<file path="src/rtl/bitop_pkg.sv">
package bitop_pkg;
    typedef enum logic [1:0] {
        BOP_TEST = 2'd0,
        BOP_SET  = 2'd1,
        BOP_FLIP = 2'd2,
        BOP_CLR  = 2'd3
    } bop_e;
endpackage

</file>
<file path="src/rtl/bitop_index.sv">
module bitop_index #(
    parameter int REG_W   = 32,
    parameter int MEM_W   = 8,
    parameter int BITNO_W = 6,
    localparam int IDX_W  = $clog2(REG_W)
) (
    input  logic [BITNO_W-1:0] bitno,
    input  logic               mem_mode,
    output logic [IDX_W-1:0]   idx
);
    localparam logic [BITNO_W-1:0] REG_MOD = BITNO_W'(REG_W);
    localparam logic [BITNO_W-1:0] MEM_MOD = BITNO_W'(MEM_W);

    logic [BITNO_W-1:0] reg_wrap;
    logic [BITNO_W-1:0] mem_wrap;

    always_comb begin
        reg_wrap = bitno % REG_MOD;
        mem_wrap = bitno % MEM_MOD;
        idx      = mem_mode ? IDX_W'(mem_wrap) : IDX_W'(reg_wrap);
    end
endmodule

</file>
<file path="src/rtl/bitop_modify.sv">
module bitop_modify import bitop_pkg::*; #(
    parameter int REG_W  = 32,
    localparam int IDX_W = $clog2(REG_W)
) (
    input  logic [REG_W-1:0] data_in,
    input  logic [IDX_W-1:0] idx,
    input  bop_e             op,
    output logic [REG_W-1:0] data_out,
    output logic             old_bit
);
    assign old_bit = data_in[idx];

    for (genvar i = 0; i < REG_W; i++) begin : g_bit
        always_comb begin
            data_out[i] = data_in[i];
            if (idx == IDX_W'(i)) begin
                case (op)
                    BOP_SET:  data_out[i] = 1'b1;
                    BOP_CLR:  data_out[i] = 1'b0;
                    BOP_FLIP: data_out[i] = ~data_in[i];
                    default:  data_out[i] = data_in[i];
                endcase
            end
        end
    end
endmodule

</file>
<file path="src/rtl/bitop_unit.sv">
module bitop_unit import bitop_pkg::*; #(
    parameter int REG_W   = 32,
    parameter int MEM_W   = 8,
    parameter int BITNO_W = 6
) (
    input  logic               clk,
    input  logic               rst_n,
    input  logic               in_valid,
    input  logic [1:0]         in_op,
    input  logic               in_mem,
    input  logic [BITNO_W-1:0] in_bitno,
    input  logic [REG_W-1:0]   in_data,
    output logic               out_valid,
    output logic [REG_W-1:0]   out_data,
    output logic               out_wr_en,
    output logic               out_z,
    output logic               out_z_en
);
    localparam int IDX_W = $clog2(REG_W);

    typedef struct packed {
        logic             valid;
        logic             wr_en;
        logic             z_en;
        logic             z;
        logic [REG_W-1:0] data;
    } state_t;

    state_t           st_d, st_q;
    bop_e             op_sel;
    logic [IDX_W-1:0] bit_idx;
    logic [REG_W-1:0] mod_data;
    logic             old_bit;

    assign op_sel = bop_e'(in_op);

    bitop_index #(.REG_W(REG_W), .MEM_W(MEM_W), .BITNO_W(BITNO_W)) u_index (
        .bitno    (in_bitno),
        .mem_mode (in_mem),
        .idx      (bit_idx)
    );

    bitop_modify #(.REG_W(REG_W)) u_modify (
        .data_in  (in_data),
        .idx      (bit_idx),
        .op       (op_sel),
        .data_out (mod_data),
        .old_bit  (old_bit)
    );

    always_comb begin
        st_d       = st_q;
        st_d.valid = in_valid;
        st_d.z_en  = in_valid;
        st_d.wr_en = in_valid && (op_sel != BOP_TEST);
        if (in_valid) begin
            st_d.z    = ~old_bit;
            st_d.data = mod_data;
        end
    end

    always_ff @(posedge clk) begin
        if (!rst_n) st_q <= '0;
        else        st_q <= st_d;
    end

    assign out_valid = st_q.valid;
    assign out_data  = st_q.data;
    assign out_wr_en = st_q.wr_en;
    assign out_z     = st_q.z;
    assign out_z_en  = st_q.z_en;
endmodule

</file>
<file path="config.mk">
export PLATFORM = sky130hd
export DESIGN_NAME = bitop_unit
export DESIGN_NICKNAME = d
export VERILOG_FILES = /design/src/rtl/bitop_pkg.sv /design/src/rtl/bitop_index.sv /design/src/rtl/bitop_modify.sv /design/src/rtl/bitop_unit.sv
export SDC_FILE = /design/constraint.sdc
export NUM_CORES = 1
export LEC_CHECK = 0
export ABC_AREA = 1
export CAP_MARGIN = 20
export CORE_UTILIZATION = 35
export CTS_BUF_LIST = sky130_fd_sc_hd__clkbuf_2
export DETAILED_ROUTE_END_ITERATION = 6
export PLACE_DENSITY_LB_ADDON = 0.05
export SYNTH_ARGS = -nofsm -noshare
export SYNTH_HDL_FRONTEND = slang
export SYNTH_HIERARCHICAL = 1
export SYNTH_SLANG_ARGS = --single-unit
</file>
<file path="constraint.sdc">
create_clock -name clk -period 1.7 [get_ports clk]
set_input_delay 0.17 -clock clk [delete_from_list [all_inputs] [get_ports clk]]
set_output_delay 0.17 -clock clk [all_outputs]
set_load 0.005 [all_outputs]
</file>
# Yosys cells after proc, flatten, opt, wreduce, memory -nomap -nowiden
# Cells that the tools add are included.
[totals] elab_cells=142 ff_bits=35 output_inout_bits=36 input_bits=44
[op_classes] reduce_logical=3 eq_ne=34 bitwise=33 muxes=67 n_lt_le_gt_ge=1
[ops] operator="1-bit case mux with 3 select lines" count=32
[ops] operator="5-bit == test (second input constant)" count=16
[ops] operator="5-bit by 4-bit == test with 1-bit output (second input constant)" count=8
[ops] operator="1-bit two-way mux" count=33
[ops] operator="1-bit NOT" count=33
[ops] operator="5-bit by 3-bit == test with 1-bit output (second input constant)" count=4
[ops] operator="5-bit by 2-bit == test with 1-bit output (second input constant)" count=2
[ops] operator="5-bit by 6-bit less-than comparator with 1-bit output (second input constant)" count=1
[ops] operator="1-bit binary-select mux with 5-bit select" count=1
[ops] operator="5-bit by 1-bit == test with 1-bit output (second input constant)" count=1
[ops] operator="5-bit logical NOT" count=1
[ops] operator="5-bit two-way mux" count=1
[ops] operator="2-bit == test (second input constant)" count=2
[ops] operator="2-bit by 1-bit == test with 1-bit output (second input constant)" count=1
[ops] operator="2-bit nonzero test" count=1
[ops] operator="1-bit logical AND" count=1

# Logic depth before layout (Yosys ltp)
# Gate-level depths: netlist of the first run.
[logic_depth] depth_word=4 mapped_depth=15

# By module
# Netlist of the first run, hierarchy kept.
[by_module_without_submodules] module="bitop_unit" area_per_inst_um2=1403.8 cells_each=215 instances=1
[by_module_without_submodules] module="bitop_modify" area_per_inst_um2=1345.0 cells_each=281 instances=1
[by_module_without_submodules] module="bitop_index" area_per_inst_um2=37.5 cells_each=7 instances=1

# Worst setup path before layout of the first run
# OpenSTA, ideal clock, no wires.
[synth_timing] kind="input -> register" start="input in_bitno[3]" end="register st_q, in the netlist out_data[25]" stages=12 t_arrival_ps=1282 required_ps=1636 slack_ps=355 path_cell_list="inv_1 nor2_1 inv_2 nor2_4 nand2_1 nor2_1 a21oi_1 a21oi_1 inv_1 nand2_1 nand2_1 nor2_1"
[synth_via] elab_chain_cells=3
[synth_lines] item="start: declaration" line="bitop_unit.sv:11" text="input logic [BITNO_W-1:0] in_bitno,"
[synth_lines] item="5-bit two-way mux" line="bitop_index.sv:20" text="idx = mem_mode ? IDX_W'(mem_wrap) : IDX_W'(reg_wrap);"
[synth_lines] item="named net bit_idx[3]" line="bitop_unit.sv:31" text="logic [IDX_W-1:0] bit_idx;"
[synth_lines] item="5-bit == test" line="bitop_modify.sv:16" text="if (idx == IDX_W'(i)) begin"
[synth_lines] item="1-bit two-way mux" line="bitop_modify.sv:16"
[synth_lines] item="named net mod_data[25]" line="bitop_unit.sv:32" text="logic [REG_W-1:0] mod_data;"
[synth_lines] item="end signal: assignment" line="bitop_unit.sv:64" text="else st_q <= st_d;"
[synth_lines] item="end: declaration" line="bitop_unit.sv:29" text="state_t st_d, st_q;"
# The timed path passes the listed nets, and every way through them passes these cells.
# A chain may end at the register's enable or synchronous reset.

# Worst setup path in the final report of the first run
# Same ends and word-level chain as after synthesis.

==> flow_results.org, run 1 <==
** Hold path
- For hold timing, the worst endpoint is out_data[19].
- Type of the tightest min-delay check :: input pin to flip-flop
- Hold Path Depth :: 3
- The startpoint identified for the worst hold timing path is in_valid.

** Global route
- Number of global-route vias before repair :: 2884
- Wire length of the first global-routing pass :: between 10 and 15 mm
- The initial antenna violation count was 0.
- Largest net degree at the start of global routing :: 48
- In the global route stage, overall resource usage came out at about 21%.
- After global routing the overflow that remains totals 0.

** Critical path
- Worst setup startpoint :: in_bitno[3]
- Kind of launch point of the worst setup path :: input pin
- Crit Reg-Reg Endpoint :: out_data[31]
- The setup check on the worst reg-to-reg path leaves a slack of between 1 and 1.5 ns.
- Max FO, Critical Path :: 7
- Endpoint arrival time on the critical path :: about 1.9 ns
- Worst reg2reg path depth :: 2
- Endpoint type of the worst setup path :: flip-flop
- Walking the worst path, the cells encountered are clkdlybuf4s50_1, inv_1, nor2_2, inv_2, nor2_4, nand2_1, nor2_1, a21oi_1, a21oi_1, inv_1, nand2_1, nand2_1, nor2_1.
- Cell with the most instances on the worst path :: nand2_1
- The largest single stage delay on the critical path is ~0.45 ns.
- Crit-path slowest cell :: clkdlybuf4s50_1
- The startpoint identified for the worst register-to-register timing path is out_data[31].
- The critical path is of the input pin to flip-flop type.
- For the worst setup path, the data required time is between 2 and 2.5 ns.

** Clocking
- At the later pin of the worst-skew pair, clock insertion delay measures roughly 0.37 ns.
- Clock-pin slew was measured on the worst setup and hold paths at roughly 0.19 ns.
- Max Root-Sink Buffers :: 2
- Htree depth :: 2
- TritonCTS built the clock tree.
- Root buffer cell :: clkbuf_2
- Sink Count :: 35
- Postcts setup bufs :: 0
- Counting the buffers created by CTS gives 5.

** Yosys
- In this run the cell area of the synthesized design comes to 0.00279 sq mm.
- The synthesized design spends more area on one cell type than any other, namely dfxtp_1.
- Largest family of logic cells by synthesized area :: simple AND/OR/NAND/NOR gates
- The number of nets in the synthesized netlist is roughly 550.
- Post-synthesis simple-gate area fraction :: 41.4%
- Compound-Gate Fraction of Synth Area :: about 16%
- During synthesis, Yosys emitted a total of 6 warnings.
- The number of different library cells used by synthesis comes to 23.
- Number of standard cells after synthesis :: between 500 and 600
- Fraction of post-synthesis cell area in the top cell type by area :: around a quarter
- Post-synthesis mux area share :: 0%
- Share of synthesized cell area in full adder, half adder and majority cells :: 0%
- Leading cell types by total area after synthesis :: dfxtp_1, nand2_1, nor2_1
- Avg Inst Size Synth :: ~5.5 sq um
- After Yosys synthesis, XOR and XNOR cells account for 0% of the synthesized area.
- Sequential area share after synthesis :: between 20% and 30%
- Post-synthesis register bit count :: 35

** Place
- Half-perimeter wire length after detailed placement :: roughly 6.5 mm
- The placed instances occupy a cell area of slightly below 0.004 sq mm.
- During placement, the flow inserted port buffers numbering around 80.
- At the end of routability-driven placement, the weighted congestion stood at between 0.8 and 0.9.

** Timing
- Worst-margin pin slew :: about 0.35 ns
- In this run the tightest slew margin relative to its limit is 76.5%.
- The worst path needs roughly 1.5 ns of the cycle, external delays included.
- Hold Fails Final Rpt :: 0
- For the final database, setup skew stands at 0 ns.
- The number of slew-limit violations in the final report is 0.
- Static timing analysis puts the maximum clock frequency at 647 MHz.
- Final setup vio count :: 0
- Dividing the final minimum period by the clock period gives 90.9%.

** Final layout
- P&R area growth vs syn :: 40.1%
- Commonest cells after routing, fill and taps aside :: nand2_1, nor2_1, clkdlybuf4s50_1, inv_1, a21oi_1
- Multi-input logic area :: ~0.0016 sq mm
- Net count reported at finish :: roughly 640
- The filler cells instantiated in the layout total ~860.
- In the final layout, flip-flops and latches occupy around 700 sq um.
- After routing the design area is a little under 0.004 sq mm.
- The repair_antennas step left the layout with diodes totalling 0.
- Fraction of layout cells with a size suffix above 1 :: 11.5%
- Leading cell type in the layout, fill and taps excluded :: nand2_1

** Drt
- WL/cell :: around 12 microns
- Before antenna repair, the detailed router went through 4 iterations.
- DRC Markers :: 0
- Vias :: approximately 3200
- Detailed Route Iter0 Violations :: between 80 and 90
- Final ANT Viol Nets :: 0
- Wirelength, routed :: around 8.2 mm
- DR vias/cell :: between 4 and 5

** Status
- The flow ran to the end, and the final reports show no timing, DRC or antenna violations.

** Floorplan
- The die is approximately 91 microns tall.
- From left edge to right edge, the die measures about 91 microns.
- The region available for standard cell placement spans 0.00773 sq mm.
- During I/O placement, the number of pins put on the boundary was 80.
- In this run the core area contains 32 standard-cell rows.
- The die covers approximately 0.0083 sq mm.
- For this configuration, the core starts out at a cell density of a little over a third.

** Power
- Across the VDD grid, the largest voltage drop is 0.305 mV.
- Summed over all cells, the static leakage comes to about 2.0 nW.
- Power density of the placed cells :: about 560 mW/mm^2
- The design draws 0.00218 W.

** Run
- Across the run, the number of max-cap violations was 0.
## repair_timing
action	4_1_cts	5_1_grt
hold buffers	0	0
resized for setup	0	1
setup endpoints to repair	0	12
## registers in the layout, indices dropped and copies added (netlist names)
register,count
out_wr_en,1
out_data,32
out_z,1
out_z_en,1
## per-stage QoR
stage | std cells | hold WS, ns | setup TNS, ns | worst slack (ns) | util, %
after floorplan | 503 | 0.286 | 0 | 0.355 | -
after global placement | 686 | 0.456 | -7.58 | -0.428 | 49.7
after detailed placement | 686 | 0.463 | -7.84 | -0.410 | 49.7
after CTS | 693 | 0.157 | 0 | 0.0295 | 50.5
after global routing | 693 | 0.172 | -0.00684 | -0.00684 | 50.5
final | 693 | 0.191 | 0 | 0.155 | 50.5
## synthesized netlist by cell type (all sizes together)
master / instances
a21oi: 39
nand2: 168
clkbuf: 5
inv: 64
clkinv: 9
o21a: 16
nor3: 2
buf: 27
a31oi: 6
dfxtp: 35
nor2: 107
o21ai: 3
a32oi: 10
nand3: 12
## per-layer routing
metal,vias to the layer above,part of all wire [%],track usage [%]
li1,1703,-,-
met1,1372,49,26.9
met2,77,45,34.7
met3,10,3.9,3.18
met4,0,2.3,6.88
met5,-,0,0
## how the worst max path moves through the flow
stage	end	slack (ns)	depth (start not counted)
floorplan	out_data[25]	0.35	12
global placement	out_data[25]	-0.43	13
detailed placement	out_data[25]	-0.41	13
CTS	out_data[25]	0.03	13
global route	out_data[25]	-0.007	13
finish	out_data[25]	0.16	13
## report_power, final
group,switching (W),internal (W),leakage [nW],total [W]
sequential,0.0000298,0.000880,0.291,0.000910
combinational,0.000359,0.000380,1.63,0.000739
clock,0.000288,0.000248,0.0391,0.000536
## worst max-delay path, delay by kind of cell
kind / cells / cell delay, ns
AO/OA/AOI/OAI: 2 / 0.21
AND/OR/NAND/NOR: 7 / 0.87
buffers and inverters: 4 / 0.61
## area by class of cell
cell class                      count  share of cell area, %
Multi-Input combinational cell    363                   41.2
Timing Repair Buffer              113                   28.8
Sequential cell                    35                   17.9
Inverter                           73                   7.18
Tap cell                          102                   3.27
Clock buffer                        6                  0.769
Clock inverter                      1                  0.769
## logic make-up after synthesis
logic type | after synthesis
AO/OA/AOI/OAI | 74
AND/OR/NAND/NOR | 289
flip-flops | 35
buffers and inverters | 105
(Power assumes the default switching activity.)
==> run 2, diff against run 1 <==
PLACE_DENSITY_LB_ADDON = 0.15   (was 0.05)
SLEW_MARGIN = 20   (was not set)
==> run 2 against run 1 <==
  * Worst setup slack improved by 0.016 ns
  * Highest routed layer unchanged
  * Critical path type unchanged
  * Utilization decreased by 0.81 points
  * First-iteration DRC count increased by 39%
==> flow_results.org, run 2 (synthesized netlist as in run 1, its figures left out) <==
** Critical path
- Endpoint type of the worst setup path :: flip-flop (unchanged)
- The critical path start-end classification is input pin to flip-flop (unchanged).
- Destination of the critical timing path :: out_data[2] (was out_data[25])
- The most used cell along the critical path is nand2_1 (unchanged).
- The largest fanout on the critical path came to 6 (was 7).
- Worst path bufs/invs :: 3 (was 4)
- Cells along the critical path: clkdlybuf4s50_1, nand2_1, inv_2, nand2_1, nor2_1, a21oi_1, a31oi_1, inv_1, nand2_1, nand2_1, nor2_1 (was clkdlybuf4s50_1, inv_1, nor2_2, inv_2, nor2_4, nand2_1, nor2_1, a21oi_1, a21oi_1, inv_1, nand2_1, nand2_1, nor2_1).
- Delay of the slowest cell on the worst path :: 0.64 ns (was 0.45 ns)
- RR Startpoint :: out_data[12] (was out_data[31])
- Kind of launch point of the worst setup path :: input pin (unchanged)
- The number of cell instances on the worst register-to-register path was 2 (unchanged).
- Cell depth of the worst setup path :: 11 (was 13)
- Crit Reg-Reg Endpoint :: out_data[12] (was out_data[31])
- The origin of the worst setup path is in_bitno[1] (was in_bitno[3]).
- Slack of the worst reg-to-reg path :: 1.12 ns (was 1.04 ns)
- Req. time, crit path :: 2.05 ns (was 2.04 ns)
- Crit-path slowest cell :: clkdlybuf4s50_1 (unchanged)
- Top cell family by delay on the critical path :: buffers and inverters (was simple AND/OR/NAND/NOR gates)
- Endpoint arrival time on the critical path :: 1.87 ns (was 1.89 ns)

** Final layout
- P&R area growth vs syn :: 37.9% (was 40.1%)
- The final core area utilization was 49.7% (was 50.5%).
- The antenna diode instance count was 0 (unchanged).
- The most common cell after layout, fill and taps aside is nand2_1 (unchanged).
- Fraction of layout cells with a size suffix above 1 :: 11.3% (was 11.5%)
- The final instance area was 0.00384 sq mm (was 0.00391 sq mm).
- Flip-flop count of the largest register after layout :: 32 (unchanged)
- Net count reported at finish :: 634 (was 635)
- Commonest cells after routing, fill and taps aside: nand2_1, nor2_1, clkdlybuf4s50_1, inv_1, a21oi_1 (unchanged).
- The final instance count without filler cells is 693 (unchanged).
- The count of fill cells added during filler insertion came to 872 (was 861).

** Global route
- Number of antenna violations at the first check in global routing :: 0 (unchanged)
- Largest net degree at the start of global routing :: 47 (was 48)
- Wire length of the first global-routing pass :: 13.8 mm (about the same)
- Number of global-route vias before repair :: 2898 (was 2884)
- Total global-route track usage :: 20.7% (about the same)
- Global route total overflow :: 0 (unchanged)

** Timing
- Hold Fails Final Rpt :: 0 (unchanged)
- The slew at the pin closest to its max-slew limit is 0.380 ns (was 0.352 ns).
- The post-route clock period utilization came to 89.9% (was 90.9%).
- RSZ-0062 raised after global routing :: no
- The number of slew-limit violations in the final report came to 0 (unchanged).
- The worst max-slew margin expressed relative to the limit came to 74.7% (was 76.5%).
- The worst clock skew was 0 ns (unchanged).
- F_max :: 654 MHz (was 647 MHz)
- The count of endpoints failing setup in the final report is 0 (unchanged).
- The final critical-path required period was 1.53 ns (was 1.54 ns).

** Power
- LEAKAGE :: 1.93 nW (was 1.96 nW)
- The areal power density over the cells is 535 mW/mm^2 (was 559 mW/mm^2).
- Worst vdd rail ir drop :: 0.282 mV (was 0.305 mV)

** Hold path
- Worst hold path startpoint :: in_valid (unchanged)
- Type of the tightest min-delay check :: input pin to flip-flop (unchanged)

** Floorplan
- The die boundary height is 91.2 microns (unchanged).
- Width of the die :: 91.2 microns (unchanged)
- Number of I/O pins :: 80 (unchanged)
- The overall die area came to 0.00832 sq mm (unchanged).
- Core area :: 0.00773 sq mm (unchanged)
- The effective utilization at floorplan was 36.1% (unchanged).
- Number of core rows :: 32 (unchanged)

** Clocking
- Htree depth :: 2 (unchanged)
- The clock-pin slew on the worst setup and hold paths was 0.22 ns (was 0.19 ns).
- Count of hold buffers inserted by post-cts repair :: 0 (unchanged)
- The buffer count from post-CTS setup fixing is 0 (unchanged).
- Post-cts gate resize count :: 0 (unchanged)
- The source-to-sink clock delay at the later pin of the worst-skew pair is 0.38 ns (was 0.37 ns).
- The root buffer cell was clkbuf_2 (unchanged).
- Sink Count :: 35 (unchanged)
- Max Root-Sink Buffers :: 2 (unchanged)
- TritonCTS clock tree :: done (unchanged)
- Number of clock buffers inserted by TritonCTS :: 5 (unchanged)

** Drt
- The total met3 wirelength after detailed routing came to 334 microns (was 324 microns).
- Detailed Route Iter0 Violations :: 124 (was 89)
- Final ANT Viol Nets :: 0 (unchanged)
- Highest routed metal layer :: met4 (unchanged)
- The routed via count was 3169 (was 3162).
- Routed wire length on met2 :: 3.98 mm (was 3.67 mm)
- The final wirelength came to 8.40 mm (was 8.23 mm).
- DRC Markers :: 0 (unchanged)
- The number of detailed-route iterations in the first pass was 4 (unchanged).
- The post-route met1 wirelength is 4.00 mm (was 4.05 mm).
- DR vias/cell :: 4.57 (was 4.56)
- WL/cell :: 12.1 microns (was 11.9 microns)

** Place
- Post-placement cell count :: 685 (was 686)
- The cell area reported after detailed placement was 0.00380 sq mm (was 0.00384 sq mm).
- The number of buffers inserted by port buffering was 78 (unchanged).
- GPL Wtd Cong :: 0.870 (was 0.834)
- The detailed-placement wirelength estimate is 6.39 mm (was 6.49 mm).

** Run
- Max-cap violations :: 0 (unchanged)

** Status
- Status :: completed (unchanged)
## run 2: cell types whose count changed in the layout (fill, tap and decap cells not counted)
cell and delta:
bufinv_16 -1, clkinvlp_4 +2, buf_12 -3, clkbuf_2 -1
buf_4 +2, nor2_1 +1, nor2_2 -1, clkinv_2 +1
## run 2: layout make-up
cell class              count  area (sq um)  area share, %
flip-flops and latches     35           701           18.2
well taps                 102           128           3.32
multi-input cells         363          1610           41.8
clock inverters             3          20.0          0.521
inverters                  73           280           7.29
repair buffers            112          1080           28.1
clock buffers               5          25.0          0.651
## run 2: how the worst min path moves through the flow
stage / endpoint / slack, ns / depth (start not counted)
6_report: out_data[18] / 0.18 / 3
5_1_grt: out_data[18] / 0.16 / 3
4_1_cts: out_data[19] / 0.15 / 3
3_5_place_dp: out_data[28] / 0.46 / 2
3_3_place_gp: out_data[0] / 0.46 / 2
2_1_floorplan: out_wr_en / 0.29 / 2
## run 2: worst reg2reg max path: stages (launching register included)
cell,delay [ns]
dfxtp_1,0.38
nor2_1,0.04
nor2_1,0.11
## run 2: power by group
group / total [W] / leakage (nW) / internal (W) / switching (W)
clock: 0.000419 / 0.0250 / 0.0000974 / 0.000321
combinational: 0.000730 / 1.62 / 0.000369 / 0.000361
sequential: 0.000908 / 0.291 / 0.000880 / 0.0000273
## run 2: metal layers
layer	GRT usage [%]	vias to the layer above
met5	0	-
met4	4.50	0
met3	3.60	7
met2	36.4	80
met1	26.4	1380
li1	-	1702
## run 2: per-stage QoR
step / setup slack [ns] / total power (W) / hold WS, ns / setup TNS [ns]
6_report: 0.171 / 0.00206 / 0.181 / 0
5_1_grt: 0.0350 / 0.00220 / 0.158 / 0
4_1_cts: 0.167 / 0.00209 / 0.148 / 0
3_5_place_dp: -0.260 / 0.00166 / 0.461 / -5.88
3_3_place_gp: -0.247 / 0.00165 / 0.455 / -5.39
2_1_floorplan: 0.355 / 0.00131 / 0.286 / 0
==> run 3, diff against run 2 <==
MAX_ROUTING_LAYER = met4   (was not set)
==> run 3 against run 2 <==
  * Combinational power hardly changed
  * Clock skew stayed put
  * Via count is 3.2% lower
  * Critical path type unchanged
  * Total power is 6.6% higher
  * Die area stayed put
  * Clock power is 32% higher
  * Largest power group unchanged
  * Sequential power hardly changed
  * Maximum frequency is 0.14% higher
  * Sequential share of layout area is 0.22 points lower
  * Wire length is 4.0% lower
  * Count of clock-buffer cells in the layout stayed put
==> flow_results.org, run 3 (synthesized netlist as in run 1, its figures left out) <==
** Timing
- RSZ-0062 raised after global routing :: no (unchanged)
- Slew Limit Headroom :: 77.1% (was 74.7%)
- F_max :: 655 MHz (was 654 MHz)
- The number of slew-limit violations in the final report was 0 (unchanged).
- The count of endpoints failing setup in the final report came to 0 (unchanged).
- The final critical-path required period was 1.53 ns (about the same).
- Period utilization :: 89.8% (was 89.9%)
- Hold Fails Final Rpt :: 0 (unchanged)
- Worst-margin pin slew :: 0.343 ns (was 0.380 ns)
- WHS :: 0.253 ns (was 0.181 ns)
- Fin worst setup slack :: 0.173 ns (was 0.171 ns)
- Worst clock skew :: 0 ns (unchanged)

** Status
- Status: completed (unchanged).

** Final layout
- The area occupied by multi-input gates came to 0.00161 sq mm (unchanged).
- The final instance area came to 0.00389 sq mm (was 0.00384 sq mm).
- Core Util, Final :: 50.3% (was 49.7%)
- The antenna diode instance count was 0 (unchanged).
- The flip-flop count of the largest register after layout came to 32 (unchanged).
- The fraction of layout cells with a size suffix above 1 was 11.8% (was 11.3%).
- The sequential cell area was 701 sq um (unchanged).
- The most common cell after layout, fill and taps aside is nand2_1 (unchanged).
- The layout overhead on the synthesized area is 39.6% (was 37.9%).
- Commonest cells after routing, fill and taps aside: nand2_1, nor2_1, clkdlybuf4s50_1, inv_1, a21oi_1 (unchanged).
- The count of fill cells added during filler insertion is 871 (was 872).
- Net count reported at finish :: 637 (was 634)

** Global route
- Global route total overflow :: 0 (unchanged)
- Largest net degree at the start of global routing :: 68 (was 47)
- Wire length of the first global-routing pass :: 13.7 mm (was 13.8 mm)
- Number of antenna violations at the first check in global routing :: 0 (unchanged)
- The via count of the first global-routing pass is 2754 (was 2898).
- Total global-route track usage :: 20.9% (was 20.7%)

** Drt
- Wirelength, routed :: 8.06 mm (was 8.40 mm)
- The routed wirelength normalized by instance count came to 11.6 microns (was 12.1 microns).
- Final ANT Viol Nets :: 0 (unchanged)
- The number of design-rule violations left by the first detailed-router iteration is 144 (was 124).
- DRC Markers :: 0 (unchanged)
- The number of vias per cell after detailed routing is 4.41 (was 4.57).
- Detailed Routing Iterations Pass 1 :: 4 (unchanged)
- The routed via count is 3067 (was 3169).

** Critical path
- The critical path start-end classification is input pin to flip-flop (unchanged).
- The nature of the critical path startpoint was an input pin (unchanged).
- Endpoint arrival time on the critical path :: 1.89 ns (was 1.87 ns)
- Endpoint type of the worst setup path :: flip-flop (unchanged)
- The required time of the critical path was 2.06 ns (was 2.05 ns).
- The largest fanout on the critical path is 5 (was 6).

** Floorplan
- Core area :: 0.00773 sq mm (unchanged)
- Vertical die dimension :: 91.2 microns (unchanged)
- The die outline width is 91.2 microns (unchanged).
- The number of rows created at floorplan came to 32 (unchanged).
- The overall die area was 0.00832 sq mm (unchanged).
- Initial cell density of the core :: 36.1% (unchanged)
- The number of top-level pins is 80 (unchanged).

** Power
- The standby leakage power is 1.97 nW (was 1.93 nW).
- The worst vdd rail ir drop was 0.256 mV (was 0.282 mV).
- The areal power density over the cells was 564 mW/mm^2 (was 535 mW/mm^2).

** Place
- Number of input and output port buffers inserted :: 78 (unchanged)
- Placed standard-cell area :: 0.00382 sq mm (was 0.00380 sq mm)
- GPL Wtd Cong :: 0.890 (was 0.870)
- The post-placement setup slack is -0.273 ns (was -0.260 ns).
- The detailed-placement wirelength estimate is 6.14 mm (was 6.39 mm).

** Clocking
- Htree depth :: 2 (unchanged)
- The buffer count from post-CTS setup fixing came to 0 (unchanged).
- Sink Count :: 35 (unchanged)
- Root buffer cell :: clkbuf_2 (unchanged)
- Max Root-Sink Buffers :: 2 (unchanged)
- Count of hold buffers inserted by post-cts repair :: 0 (unchanged)
- Post-cts gate resize count :: 0 (unchanged)
- The clock tree from TritonCTS is done (unchanged).
- Number of clock buffers inserted by TritonCTS :: 5 (unchanged)
- Clock-pin slew on the worst setup and hold paths :: 0.21 ns (was 0.22 ns)
- The source-to-sink clock delay at the later pin of the worst-skew pair is 0.37 ns (was 0.38 ns).

** Hold path
- Type of the tightest min-delay check :: input pin to flip-flop (unchanged)

** Run
- Max-cap violations :: 0 (unchanged)
[run 3: cell count changes in the layout (fill, tap and decap cells not counted)]
cell,before,now
bufinv_16,0,1
clkinvlp_4,2,0
clkinv_4,0,1
buf_4,30,33
[run 3: stage by stage]
step	instances	setup TNS, ns	total power (W)
floorplan	503	0	0.00131
global placement	688	-5.58	0.00166
detailed placement	688	-5.73	0.00166
CTS	696	0	0.00223
global route	696	0	0.00235
finish	696	0	0.00219
[run 3: final cells by class]
type	count	share of cell area (%)
multi-input cells	363	41.3
repair buffers	115	28.4
flip-flops and latches	35	18.0
inverters	73	7.21
well taps	102	3.28
clock inverters	3	1.13
clock buffers	5	0.644
[run 3: metal layers]
layer,track usage (%),wire length [microns],vias to the layer above
met5,-,0,-
met4,3.97,56,0
met3,2.60,267,6
met1,28.3,4140,1287
met2,33.3,3600,61
li1,-,-,1713
[run 3: power by group]
part / internal [W] / switching (W)
clock network: 0.000249 / 0.000306
logic: 0.000373 / 0.000355
registers: 0.000880 / 0.0000283
[run 3: final timing paths]
path                 from           end  depth (start not counted)  slack, ns
min              in_valid      out_z_en                          4       0.25
max           in_bitno[1]  out_data[31]                         11       0.17
max reg2reg  out_data[18]  out_data[18]                          2       1.10
min reg2reg   out_data[0]   out_data[0]                          2       0.48
[run 3: worst max-delay path: stages]
cell,delay (ns)
clkdlybuf4s50_1,0.65
nand2_1,0.16
inv_2,0.14
nand3_1,0.10
clkinv_1,0.07
nand2_1,0.04
a32oi_1,0.27
inv_1,0.08
nand2_1,0.06
nand2_1,0.05
nor2_1,0.08
